File: config.mk
export PLATFORM = sky130hd
export DESIGN_NAME = hsk_byte_link
export DESIGN_NICKNAME = d
export VERILOG_FILES = /design/src/rtl/hsk_link_pkg.sv /design/src/rtl/hsk_edge_track.sv /design/src/rtl/hsk_collect.sv /design/src/rtl/hsk_reply.sv /design/src/rtl/hsk_irq_delay.sv /design/src/rtl/hsk_byte_link.sv
export SDC_FILE = /design/constraint.sdc
export NUM_CORES = 1
export LEC_CHECK = 0
export ABC_AREA = 1
export BUFFER_PORTS_ARGS = -buffer_cell sky130_fd_sc_hd__buf_2
export CAP_MARGIN = 20
export CORE_MARGIN = 2
export CORE_UTILIZATION = 25
export DETAILED_ROUTE_END_ITERATION = 8
export PLACE_DENSITY = 0.51
export SYNTH_ARGS = -nofsm -noshare
export SYNTH_HDL_FRONTEND = slang
export SYNTH_SLANG_ARGS = --single-unit
File: constraint.sdc
create_clock -name clk -period 2.85 [get_ports clk]
set_input_delay 0.1425 -clock clk [delete_from_list [all_inputs] [get_ports clk]]
set_output_delay 0.1425 -clock clk [all_outputs]
set_load 0.01 [all_outputs]
File: src/rtl/hsk_link_pkg.sv
package hsk_link_pkg;

  // Handshake observation for one clock: what changed since the previous edge.
  typedef struct packed {
    logic chg;        // tip_n or tack_n differs from previous sample
    logic tip_prev_n; // tip_n as sampled at the previous edge
    logic tack_tog;   // tack_n differs from previous sample
  } hsk_evt_t;

  function automatic int idx_bits(input int depth);
    return $clog2(depth + 1);
  endfunction

endpackage

File: src/rtl/hsk_edge_track.sv
module hsk_edge_track
  import hsk_link_pkg::*;
(
  input  logic     clk,
  input  logic     rst_n,
  input  logic     tip_n,
  input  logic     tack_n,
  output hsk_evt_t evt
);

  logic tip_q, tack_q;
  logic tip_d, tack_d;

  always_comb begin
    tip_d  = tip_n;
    tack_d = tack_n;
  end

  always_ff @(posedge clk or negedge rst_n) begin
    if (!rst_n) begin
      tip_q  <= 1'b1;
      tack_q <= 1'b1;
    end else begin
      tip_q  <= tip_d;
      tack_q <= tack_d;
    end
  end

  always_comb begin
    evt.tack_tog   = (tack_n != tack_q);
    evt.chg        = (tip_n != tip_q) || evt.tack_tog;
    evt.tip_prev_n = tip_q;
  end

endmodule

File: src/rtl/hsk_collect.sv
module hsk_collect #(
  parameter int DEPTH = 16,
  parameter int W     = 8,
  parameter int LW    = $clog2(DEPTH + 1)
) (
  input  logic               clk,
  input  logic               rst_n,
  input  logic               store_req,
  input  logic               rel_req,
  input  logic [W-1:0]       byte_in,
  output logic [LW-1:0]      out_idx,
  output logic               stored,
  output logic               first_store,
  output logic               pkt_valid,
  output logic [LW-1:0]      pkt_len,
  output logic [DEPTH*W-1:0] pkt_bytes
);

  localparam logic [LW-1:0] FULL = LW'(DEPTH);

  logic [LW-1:0] idx_q, idx_d;
  logic [LW-1:0] len_q, len_d;
  logic          vld_q, vld_d;
  logic [W-1:0]  mem_q [DEPTH];

  assign stored      = store_req && (idx_q < FULL);
  assign first_store = stored && (idx_q == '0);

  always_comb begin
    idx_d = idx_q;
    len_d = len_q;
    vld_d = 1'b0;
    if (stored) begin
      idx_d = idx_q + LW'(1);
    end
    if (rel_req) begin
      if (idx_q != '0) begin
        vld_d = 1'b1;
        len_d = idx_q;
      end
      idx_d = '0;
    end
  end

  always_ff @(posedge clk or negedge rst_n) begin
    if (!rst_n) begin
      idx_q <= '0;
      len_q <= '0;
      vld_q <= 1'b0;
    end else begin
      idx_q <= idx_d;
      len_q <= len_d;
      vld_q <= vld_d;
    end
  end

  for (genvar g = 0; g < DEPTH; g++) begin : g_slot
    logic wr_en;
    assign wr_en = stored && (idx_q == LW'(g));
    always_ff @(posedge clk or negedge rst_n) begin
      if (!rst_n) begin
        mem_q[g] <= '0;
      end else if (wr_en) begin
        mem_q[g] <= byte_in;
      end
    end
    assign pkt_bytes[g*W +: W] = mem_q[g];
  end

  assign out_idx   = idx_q;
  assign pkt_valid = vld_q;
  assign pkt_len   = len_q;

endmodule

File: src/rtl/hsk_reply.sv
module hsk_reply #(
  parameter int DEPTH = 16,
  parameter int W     = 8,
  parameter int LW    = $clog2(DEPTH + 1)
) (
  input  logic               clk,
  input  logic               rst_n,
  input  logic               load,
  input  logic [LW-1:0]      load_len,
  input  logic [DEPTH*W-1:0] load_bytes,
  input  logic               tip_n,
  input  logic               tack_n,
  input  logic               feed_req,
  input  logic               sync_req,
  input  logic               rel_req,
  output logic [W-1:0]       sr_out,
  output logic               sr_load,
  output logic               treq_n,
  output logic [LW-1:0]      in_idx,
  output logic [LW-1:0]      in_len,
  output logic               fed,
  output logic               last_fed
);

  localparam int            IW   = (DEPTH > 1) ? $clog2(DEPTH) : 1;
  localparam logic [LW-1:0] FULL = LW'(DEPTH);

  logic [LW-1:0] idx_q, idx_d;
  logic [LW-1:0] len_q, len_d;
  logic          treq_q, treq_d;
  logic [W-1:0]  sr_q, sr_d;
  logic          ld_q, ld_d;
  logic [W-1:0]  mem_q [DEPTH];
  logic          has_data;
  logic [LW-1:0] len_clip;

  assign has_data = (idx_q < len_q);
  assign fed      = feed_req && !load && has_data;
  assign last_fed = fed && ((idx_q + LW'(1)) == len_q);
  assign len_clip = (load_len > FULL) ? FULL : load_len;

  for (genvar g = 0; g < DEPTH; g++) begin : g_slot
    always_ff @(posedge clk or negedge rst_n) begin
      if (!rst_n) begin
        mem_q[g] <= '0;
      end else if (load) begin
        mem_q[g] <= load_bytes[g*W +: W];
      end
    end
  end

  always_comb begin
    idx_d  = idx_q;
    len_d  = len_q;
    treq_d = treq_q;
    sr_d   = sr_q;
    ld_d   = 1'b0;
    if (load) begin
      len_d = len_clip;
      idx_d = '0;
      if (tip_n && (len_clip != '0)) begin
        treq_d = 1'b0;
      end
    end else if (fed) begin
      sr_d  = mem_q[idx_q[IW-1:0]];
      ld_d  = 1'b1;
      idx_d = idx_q + LW'(1);
      if (last_fed) begin
        treq_d = 1'b1;
      end
    end else if (sync_req) begin
      treq_d = tack_n;
    end else if (rel_req && has_data) begin
      treq_d = 1'b0;
    end
  end

  always_ff @(posedge clk or negedge rst_n) begin
    if (!rst_n) begin
      idx_q  <= '0;
      len_q  <= '0;
      treq_q <= 1'b1;
      sr_q   <= '0;
      ld_q   <= 1'b0;
    end else begin
      idx_q  <= idx_d;
      len_q  <= len_d;
      treq_q <= treq_d;
      sr_q   <= sr_d;
      ld_q   <= ld_d;
    end
  end

  assign sr_out  = sr_q;
  assign sr_load = ld_q;
  assign treq_n  = treq_q;
  assign in_idx  = idx_q;
  assign in_len  = len_q;

endmodule

File: src/rtl/hsk_irq_delay.sv
module hsk_irq_delay #(
  parameter int DELAY = 4000
) (
  input  logic clk,
  input  logic rst_n,
  input  logic sched,
  output logic irq,
  output logic pend
);

  localparam int CW = (DELAY > 1) ? $clog2(DELAY) : 1;

  logic [CW-1:0] cnt_q, cnt_d;
  logic          pend_q, pend_d;
  logic          irq_q, irq_d;

  always_comb begin
    cnt_d  = cnt_q;
    pend_d = pend_q;
    irq_d  = 1'b0;
    if (sched) begin
      cnt_d  = CW'(DELAY - 1);
      pend_d = 1'b1;
    end else if (pend_q) begin
      if (cnt_q == '0) begin
        irq_d  = 1'b1;
        pend_d = 1'b0;
      end else begin
        cnt_d = cnt_q - CW'(1);
      end
    end
  end

  always_ff @(posedge clk or negedge rst_n) begin
    if (!rst_n) begin
      cnt_q  <= '0;
      pend_q <= 1'b0;
      irq_q  <= 1'b0;
    end else begin
      cnt_q  <= cnt_d;
      pend_q <= pend_d;
      irq_q  <= irq_d;
    end
  end

  assign irq  = irq_q;
  assign pend = pend_q;

endmodule

File: src/rtl/hsk_byte_link.sv
module hsk_byte_link
  import hsk_link_pkg::*;
#(
  parameter int DEPTH = 16,
  parameter int W     = 8,
  parameter int DELAY = 4000,
  parameter int LW    = idx_bits(DEPTH)
) (
  input  logic               clk,
  input  logic               rst_n,
  input  logic               tip_n,
  input  logic               tack_n,
  input  logic               dir_h2d,
  input  logic [W-1:0]       sr_in,
  input  logic               rpl_load,
  input  logic [LW-1:0]      rpl_len,
  input  logic [DEPTH*W-1:0] rpl_bytes,
  output logic [W-1:0]       sr_out,
  output logic               sr_load,
  output logic               treq_n,
  output logic               poll_block,
  output logic               pkt_valid,
  output logic [LW-1:0]      pkt_len,
  output logic [DEPTH*W-1:0] pkt_bytes,
  output logic               sr_irq
);

  hsk_evt_t      evt;
  logic          store_req, feed_req, sync_req, rel_req;
  logic          stored, first_store, fed, last_fed;
  logic [LW-1:0] out_idx, in_idx, in_len;
  logic          sched, irq_pend;
  logic          blk_q, blk_d;

  hsk_edge_track u_edge (
    .clk    (clk),
    .rst_n  (rst_n),
    .tip_n  (tip_n),
    .tack_n (tack_n),
    .evt    (evt)
  );

  // Handshake classification.
  always_comb begin
    store_req = !tip_n && dir_h2d && evt.chg;
    feed_req  = !tip_n && !dir_h2d && evt.chg;
    sync_req  = tip_n && evt.tip_prev_n && evt.tack_tog;
    rel_req   = tip_n && !evt.tip_prev_n;
  end

  hsk_collect #(.DEPTH(DEPTH), .W(W), .LW(LW)) u_col (
    .clk         (clk),
    .rst_n       (rst_n),
    .store_req   (store_req),
    .rel_req     (rel_req),
    .byte_in     (sr_in),
    .out_idx     (out_idx),
    .stored      (stored),
    .first_store (first_store),
    .pkt_valid   (pkt_valid),
    .pkt_len     (pkt_len),
    .pkt_bytes   (pkt_bytes)
  );

  hsk_reply #(.DEPTH(DEPTH), .W(W), .LW(LW)) u_rpl (
    .clk        (clk),
    .rst_n      (rst_n),
    .load       (rpl_load),
    .load_len   (rpl_len),
    .load_bytes (rpl_bytes),
    .tip_n      (tip_n),
    .tack_n     (tack_n),
    .feed_req   (feed_req),
    .sync_req   (sync_req),
    .rel_req    (rel_req),
    .sr_out     (sr_out),
    .sr_load    (sr_load),
    .treq_n     (treq_n),
    .in_idx     (in_idx),
    .in_len     (in_len),
    .fed        (fed),
    .last_fed   (last_fed)
  );

  assign sched = stored | fed | sync_req | rel_req | rpl_load;

  hsk_irq_delay #(.DELAY(DELAY)) u_irq (
    .clk   (clk),
    .rst_n (rst_n),
    .sched (sched),
    .irq   (sr_irq),
    .pend  (irq_pend)
  );

  // Poll-suspend flag: raised by the first collected byte, dropped by the last reply byte.
  always_comb begin
    blk_d = blk_q;
    if (first_store) begin
      blk_d = 1'b1;
    end else if (last_fed) begin
      blk_d = 1'b0;
    end
  end

  always_ff @(posedge clk or negedge rst_n) begin
    if (!rst_n) begin
      blk_q <= 1'b0;
    end else begin
      blk_q <= blk_d;
    end
  end

  assign poll_block = blk_q;

endmodule

==> impl_metrics.env, run 1 <==
export IMPL_grt_max_degree=122
export IMPL_finClkSkew_ps=17.0
export IMPL_die_width_um=234
export IMPL_syn_avg_cell_area_um2=8.92
export IMPL_cts_max_level=2
export IMPL_grt_overflow_total=0
export IMPL_syn_instance_count=1487
export IMPL_post_cts_setup_buffers=0
export IMPL_drt_iter0_drc=735
export IMPL_drc=0
export IMPL_routedWlPerCell_um=16.3
export IMPL_synthToLayoutAreaGrowth_pct=36.1
export IMPL_fin_ws_ps=684
export IMPL_min_period_ps=2170
export IMPL_synth_mux_area_share_pct=0
export IMPL_floorplan_initialDensity_pct=25.2
export IMPL_n_fill_cell=5468
export IMPL_cts_made_buffers=37
export IMPL_syn_area_um2=13300
export IMPL_crit_arrival_ps=2590
export IMPL_report_final_slew_viol_count=0
export IMPL_synth_cell_types=39
export IMPL_place_ws_ps=682
export IMPL_synthAdderAreaFrac_pct=1.32
export IMPL_r2r_slack_ps=680
export IMPL_rsz0062_at_grt="no"
export IMPL_rr_startpoint="u_edge.tip_q"
export IMPL_crit_path_end_kind="flop"
export IMPL_yosysWarnings=0
export IMPL_synth_compound_area_share_pct=15.2
export IMPL_layout_drive_gt1_share_pct=21.3
export IMPL_final_cell_mix="nand2_1 (470), dfrtp_1 (299), buf_2 (290)"
export IMPL_status="finished clean"
export IMPL_max_slew_margin_pct=41.9
export IMPL_cts_tree="yes"
export IMPL_post_cts_resize_count=0
export IMPL_max_freq_mhz=462
export IMPL_post_drt_via_cell_ratio=4.45
export IMPL_endpoint="u_col.pkt_bytes[44]"
export IMPL_cts_root_buffer="clkbuf_16"
export IMPL_synth_top_family_by_area="simple AND/OR/NAND/NOR gates"
export IMPL_crit_path_start_kind="flop"
export IMPL_startpoint="u_edge.tip_q"
export IMPL_cp_required_ps=3270
export IMPL_design_core_area_um2=52600
export IMPL_tns_ps=0
export IMPL_final_hold_viol_count=0
export IMPL_path_max_fanout=16
export IMPL_dpl_hpwl_um=28500
export IMPL_hold_path_class="in -> reg"
export IMPL_antenna_found_initial=0
export IMPL_nets=2055
export IMPL_pin_count=293
export IMPL_grt_usage_pct=15.6
export IMPL_grt_pass1_vias=11700
export IMPL_fin_cells=2609
export IMPL_port_buffers=292
export IMPL_synth_seq_cells=304
export IMPL_via_count=11600
export IMPL_final_common_cell="nand2_1"
export IMPL_pwr_density_cell_nw_per_um2=678
export IMPL_clk_insertion_delay_late_ps=540
export IMPL_r2r_end="u_col.pkt_bytes[44]"
export IMPL_gp_congestion=0.813
export IMPL_wirelength_um=42600
export IMPL_drt_pass1_iter_count=5
export IMPL_final_antenna_net_count=0
export IMPL_synthXorXnorAreaFrac_pct=0.528
export IMPL_synth_fp_nets=1648
export IMPL_crit_type="reg -> reg"
export IMPL_post_route_period_util_pct=76.0
export IMPL_fin_util_pct=34.4
export IMPL_place_inst=2401
export IMPL_clockBufferDepth=3
export IMPL_clk_pin_slew_ps=60
export IMPL_leakage_nw=8.79
export IMPL_irDropWorstVdd_mv=0.329
export IMPL_yosys_area_share_simple_pct=19.3
export IMPL_setup_violations=0
export IMPL_drv_cap=0
export IMPL_core_rowCount=84
export IMPL_r2r_cells=9
export IMPL_yosysSeqAreaShare_pct=57.4
export IMPL_tightest_slew_ps=872
export IMPL_diodes=0
export IMPL_die_h_um=234
export IMPL_grt_first_pass_wirelength_um=66800
export IMPL_clkSinkCount=304
export IMPL_dieArea_um2=54900
-- registers in the layout, summed over array words and instances, names as in the netlist --
name             cells
u_irq.irq            1
u_col.pkt_valid      1
u_col.out_idx        5
u_irq.pend           1
u_rpl.in_len         5
poll_block           1
u_rpl.sr_out         8
u_col.pkt_bytes    128
u_irq.cnt_q         12
u_rpl.sr_load        1
u_rpl.mem_q        128
u_rpl.treq_n         1
u_rpl.in_idx         5
u_col.pkt_len        5
u_edge.tack_q        1
u_edge.tip_q         1
-- synth_stat cells, drive strengths merged --
cell type	instances	area share, %
a31oi	8	0.38
dfstp	3	0.59
inv	120	3.4
o22ai	5	0.24
clkbuf	46	1.3
nor4	1	0.047
o21ai	186	7.0
nand2	479	14
o21a	64	3.6
buf	38	1.6
nand4	8	0.42
a21boi	1	0.057
nor3	4	0.24
ha	14	1.3
o21bai	1	0.057
and2	1	0.047
nor2	46	1.8
a211oi	1	0.057
nor3b	1	0.094
xor2	5	0.33
a21oi	51	2.2
o31ai	2	0.11
xnor2	3	0.20
clkinv	1	0.028
nand3	71	2.9
o211ai	26	1.5
dfrtp	301	57
-- critical path: stages, from the launching register on --
cell	delay, ps
dfstp_2	530
inv_1	40
ha_1	280
nand2_2	120
nand3_4	210
inv_2	140
nand2_2	110
nor2_4	360
nand2_1	100
o21a_1	130
-- cell families after synthesis --
| kind of cell | Yosys count |
|---|---|
| buffers and inverters | 205 |
| xor gates and xnor gates | 8 |
| adders and majority gates | 14 |
| DFF | 304 |
| and+or+nand+nor | 611 |
| AOI/OAI and AO/OA | 345 |
-- per-layer routing --
| metal | part of all wire [%] | track usage [%] |
|---|---|---|
| met1 | 47 | 21.3 |
| met2 | 45 | 25.2 |
| met3 | 6.6 | 3.04 |
| met4 | 1.8 | 4.13 |
| met5 | 0 | 0 |
-- what timing repair did --
item / in CTS / in global routing
endpoints found under the setup margin: 0 / 0
hold buffers: 141 / 0
endpoints found under the hold margin: 199 / 0
-- metrics by stage --
stage	power (mW)	hold slack, ps	instance area [um^2]
after detailed placement	7.45	150	15400
after global routing	12.9	176	18100
final	12.2	164	18100
after CTS	12.4	145	18000
after floorplan	6.37	-153	13300
after global placement	7.40	150	15400
-- final cells by class --
class | count | area, um^2 | share of cell area [%]
repair buffers | 452 | 3090 | 17.1
multi-input cells | 978 | 4810 | 26.7
well taps | 688 | 861 | 4.77
clock buffers | 60 | 1150 | 6.40
inverters | 121 | 454 | 2.52
flip-flops and latches | 304 | 7620 | 42.2
clock inverters | 6 | 63.8 | 0.353
-- worst min-delay path by stage --
stage | cells after the start | to | startpoint | slack, ps
2_1_floorplan | 0 | poll_block | rst_n | -150
3_3_place_gp | 1 | u_irq.cnt_q[9] | rst_n | 150
3_5_place_dp | 1 | u_irq.cnt_q[11] | rst_n | 150
4_1_cts | 5 | u_rpl.in_idx[2] | dir_h2d | 140
5_1_grt | 5 | u_rpl.in_idx[2] | dir_h2d | 180
6_report | 8 | u_rpl.treq_n | rpl_len[3] | 160
-- power by group --
part           switching (mW)  internal, mW  leakage, nW
combinational            1.28         0.930         4.37
clock                    1.88          2.86        0.592
sequential              0.347          4.95         3.83
(Power assumes the default switching activity.)
==> run 2: changes to the inputs <==
clock period = 2 ns   (was 2.85 ns; I/O delays follow)
==> impl_metrics.env, run 2 (synthesized netlist as in run 1, its figures left out) <==
export IMPL_status="finished clean"
export IMPL_clk_pin_slew_ps=60
export IMPL_finClkSkew_ps=18.2
export IMPL_final_common_cell="nand2_1"
export IMPL_max_freq_mhz=500
export IMPL_crit_type="reg -> reg"
export IMPL_met1_usage_pct=20.9
export IMPL_power_total_mw=17.2
export IMPL_gp_congestion=0.779
export IMPL_grt_first_pass_wirelength_um=67000
export IMPL_grt_pass1_vias=11700
export IMPL_clockBufferDepth=3
export IMPL_irDropWorstVdd_mv=0.516
export IMPL_cp_required_ps=2420
export IMPL_grt_overflow_total=0
export IMPL_cts_max_level=2
export IMPL_hold_path_class="in -> reg"
export IMPL_pin_count=293
export IMPL_leakage_nw=9.18
export IMPL_clk_insertion_delay_late_ps=540
export IMPL_final_hold_viol_count=0
export IMPL_cts_root_buffer="clkbuf_16"
export IMPL_final_antenna_net_count=0
export IMPL_post_drt_via_cell_ratio=4.42
export IMPL_setup_violations=0
export IMPL_via_count=11700
export IMPL_crit_arrival_ps=2420
export IMPL_min_period_ps=2000
export IMPL_cts_made_buffers=36
export IMPL_dpl_hpwl_um=29300
export IMPL_path_max_fanout=6
export IMPL_clkSinkCount=304
export IMPL_grt_use_met2_pct=26.0
export IMPL_wirelength_um=43500
export IMPL_pwr_density_cell_nw_per_um2=922
export IMPL_nets=2108
export IMPL_crit_path_start_kind="flop"
export IMPL_drt_iter0_drc=664
export IMPL_design_core_area_um2=52600
export IMPL_grt_util_met3_pct=3.20
export IMPL_crit_path_end_kind="flop"
export IMPL_tightest_slew_ps=835
export IMPL_cts_tree="yes"
export IMPL_routedWlPerCell_um=16.3
export IMPL_drv_cap=0
export IMPL_r2r_slack_ps=0.6
export IMPL_drt_pass1_iter_count=5
export IMPL_grt_busiest_layer="met2"
export IMPL_dieArea_um2=54900
export IMPL_hold_ws_ps=82.0
export IMPL_synthToLayoutAreaGrowth_pct=40.9
export IMPL_report_final_slew_viol_count=0
export IMPL_core_rowCount=84
export IMPL_grt_max_degree=142
export IMPL_die_h_um=234
export IMPL_final_cell_mix="nand2_1 (459), dfrtp_1 (299), buf_2 (290)"
export IMPL_antenna_found_initial=0
export IMPL_drc=0
export IMPL_layout_drive_gt1_share_pct=24.5
export IMPL_grt_usage_pct=15.8
export IMPL_die_width_um=234
export IMPL_max_slew_margin_pct=44.2
export IMPL_port_buffers=292
export IMPL_post_route_period_util_pct=100
export IMPL_floorplan_initialDensity_pct=25.2
export IMPL_fin_util_pct=35.6
export IMPL_rsz0062_at_grt="yes"
[run 2: cell types whose count changed in the layout (fill, tap and decap cells not counted), moves of 6 or more]
cell	delta
buf_4	+32
buf_12	+12
nand2_1	-11
buf_6	+9
nand2_4	+9
clkinv_2	+7
clkbuf_1	-6
[run 2: path summary, 6_finish.rpt]
path / startpoint / endpoint / cells past startpoint
max: u_edge.tip_q / u_col.pkt_bytes[62] / 12
min: sr_in[3] / u_col.pkt_bytes[3] / 4
max reg2reg: u_edge.tip_q / u_col.pkt_bytes[62] / 12
min reg2reg: u_rpl.treq_n / u_rpl.treq_n / 2
max in group asynchronous: rst_n / u_rpl.mem_q[126] / 3
min in group asynchronous: rst_n / u_col.pkt_bytes[29] / 2
[run 2: layout make-up]
cell class	instances	area, um^2
Fill cell	5420	33900
Sequential cell	304	7620
Multi-Input combinational cell	978	4930
Timing Repair Buffer	506	3690
Clock buffer	50	1050
Tap cell	688	861
Inverter	121	454
Clock inverter	12	92.6
Antenna cell	1	2.50
[run 2: power breakdown]
group	internal, mW	leakage, nW	total (mW)	switching [mW]
logic	1.40	4.77	3.23	1.82
registers	7.05	3.83	7.57	0.517
clock network	3.81	0.578	6.45	2.64
total	12.3	9.18	17.2	4.98
[run 2: worst max-delay path, stage by stage (launching register included)]
cell and delay [ps]:
dfstp_2 540, inv_2 40, ha_4 210, nand2_4 80
nand3_4 100, buf_6 140, nor2_4 130, inv_2 80
nor2_4 130, buf_12 140, buf_8 120, nand2_2 40
o21a_1 130
[run 2: through the flow]
| stage | setup TNS [ps] | instance area [um^2] | setup WS, ps | cells |
|---|---|---|---|---|
| finish | 0 | 18700 | 0.596 | 2660 |
| global route | -1230 | 18700 | -94.1 | 2659 |
| CTS | 0 | 18400 | 3.71 | 2638 |
| detailed placement | 0 | 15700 | 2.73 | 2432 |
| global placement | 0 | 15700 | 21.2 | 2432 |
| floorplan | 0 | 13300 | 22.5 | 1487 |
[run 2: routing by layer]
metal / vias to the layer above / part of all wire [%]
met3: 54 / 6.2
met5: - / 0
li1: 5753 / -
met1: 5602 / 45
met2: 340 / 47
met4: 0 / 1.8
[run 2: what timing repair did]
| item | CTS | global route |
|---|---|---|
| resized for setup | 0 | 43 |
| buffers inserted | 4 | 20 |
| hold buffers | 140 | 0 |
| endpoints found under the setup margin | 15 | 111 |
| pin swaps | 3 | 6 |
| hold endpoints to repair | 417 | 0 |
| gates cloned | 0 | 1 |
==> run 3: changes to the inputs <==
CTS_BUF_LIST = sky130_fd_sc_hd__clkbuf_2   (was not set)
==> impl_metrics.env, run 3 (synthesized netlist as in run 1, its figures left out) <==
export IMPL_floorplan_initialDensity_pct=25.2
export IMPL_cp_top_family="buffers and inverters"
export IMPL_cp_required_ps=2980
export IMPL_path_max_fanout=5
export IMPL_nets=2499
export IMPL_max_freq_mhz=504
export IMPL_drc=0
export IMPL_final_antenna_net_count=0
export IMPL_cts_tree="yes"
export IMPL_die_h_um=234
export IMPL_clockBufferDepth=3
export IMPL_final_hold_viol_count=0
export IMPL_setup_violations=0
export IMPL_crit_path_start_kind="primary input"
export IMPL_wirelength_um=49800
export IMPL_drt_pass1_iter_count=5
export IMPL_drv_cap=0
export IMPL_cts_max_level=3
export IMPL_dpl_hpwl_um=29300
export IMPL_grt_max_degree=142
export IMPL_crit_type="in -> reg"
export IMPL_grt_pass1_vias=14500
export IMPL_grt_overflow_total=0
export IMPL_irDropWorstVdd_mv=0.325
export IMPL_crit_path_end_kind="flop"
export IMPL_grt_first_pass_wirelength_um=77800
export IMPL_hold_path_class="in -> reg"
export IMPL_drt_iter0_drc=776
export IMPL_pwr_density_cell_nw_per_um2=746
export IMPL_cpMaxStageDelayCell="dlygate4sd3_1"
export IMPL_cts_made_buffers=85
export IMPL_layout_drive_gt1_share_pct=23.0
export IMPL_die_width_um=234
export IMPL_min_period_ps=1980
export IMPL_via_count=13900
export IMPL_crit_arrival_ps=2960
export IMPL_power_total_mw=16.2
export IMPL_clk_pin_slew_ps=100
export IMPL_tightest_slew_ps=878
export IMPL_status="finished clean"
export IMPL_core_rowCount=84
export IMPL_leakage_nw=10.5
export IMPL_rsz0062_at_grt="yes"
export IMPL_dieArea_um2=54900
export IMPL_clk_insertion_delay_late_ps=1060
export IMPL_synthToLayoutAreaGrowth_pct=63.9
export IMPL_antenna_found_initial=2
export IMPL_cts_root_buffer="clkbuf_2"
export IMPL_design_core_area_um2=52600
export IMPL_post_route_period_util_pct=99.2
export IMPL_cpPeakStageDelay_ps=660
export IMPL_worstPathCellList="dlygate4sd3_1 -> dlygate4sd3_1 -> buf_2 -> dlygate4sd3_1 -> o21ai_0 -> nand2_1 -> dlygate4sd3_1 -> nand3_1 -> nand2_1 -> nand2_1"
export IMPL_final_common_cell="dlygate4sd3_1"
export IMPL_pin_count=293
export IMPL_post_drt_via_cell_ratio=4.49
export IMPL_path_common_cell="dlygate4sd3_1"
export IMPL_final_cell_mix="dlygate4sd3_1 (489), nand2_1 (462), dfrtp_1 (299)"
export IMPL_routedWlPerCell_um=16.1
export IMPL_tns_ps=0
export IMPL_clkSinkCount=304
export IMPL_gp_congestion=0.779
export IMPL_report_final_slew_viol_count=0
export IMPL_path_buf_inv=5
export IMPL_max_slew_margin_pct=41.4
export IMPL_finClkSkew_ps=58.5
export IMPL_grt_usage_pct=18.2
export IMPL_port_buffers=292
[run 3: cell types whose count changed in the layout (fill, tap and decap cells not counted), sizes merged]
cell	before	now
dlygate4sd3	140	489
diode	1	7
clkinvlp	0	2
buf	365	358
clkbuf	51	126
bufinv	1	3
inv	122	121
[run 3: per-stage QoR]
step	utilization (%)	cell area, um^2	hold slack [ps]	cells	worst slack [ps]
3_3_place_gp	29.9	15700	73.0	2432	21.2
2_1_floorplan	-	13300	-196	1487	22.5
5_1_grt	41.4	21700	67.2	3084	-38.9
3_5_place_dp	29.9	15700	73.0	2432	2.73
6_report	41.4	21700	189	3086	15.4
4_1_cts	40.9	21500	28.9	3064	-18.4
[run 3: worst reg2reg max path, stage by stage, from the launching register on]
cell and delay, ps:
dfstp_2 550, inv_2 50, ha_4 210, nand2_4 80
nand3_4 130, buf_4 170, buf_4 150, nor2_4 110
buf_12 150, nand2_1 70, o21a_1 150
[run 3: repair_timing]
action,in CTS,in global routing
resized for setup,3,23
cloned,0,1
buffers inserted,3,13
hold endpoints to repair,608,2
endpoints found under the setup margin,27,114
hold buffers,489,1
pin swaps,3,3
[run 3: power by group]
group	internal, mW	total (mW)	switching [mW]	leakage [nW]
clock	2.02	4.78	2.75	0.583
sequential	7.04	7.56	0.526	3.83
combinational	1.91	3.89	1.97	6.04
[run 3: per-layer routing]
metal  up-vias  part of all wire, %  global-route usage [%]
li1       6585                    -                       -
met1      6616                   42                    21.5
met2       520                   49                    31.7
met3       138                  6.8                    4.61
met4         0                  2.9                    6.90
met5         -                    0                       0
[run 3: worst paths after layout]
check / slack [ps] / endpoint / cells after the start / from
max: 20 / u_rpl.treq_n / 10 / tip_n
min: 190 / u_rpl.sr_load / 6 / dir_h2d
max reg2reg: 50 / u_col.pkt_bytes[125] / 10 / u_edge.tip_q
min reg2reg: 470 / u_rpl.treq_n / 2 / u_rpl.treq_n
max in group asynchronous: 630 / u_rpl.mem_q[66] / 6 / rst_n
min in group asynchronous: 680 / u_col.pkt_bytes[89] / 5 / rst_n
[run 3: final cells by class]
class,instances,area [um^2]
diodes,7,17.5
clock buffers,125,626
clock inverters,15,144
fillers,5129,30800
inverters,121,457
multi-input cells,978,4920
flip-flops and latches,304,7620
well taps,688,861
repair buffers,848,7100
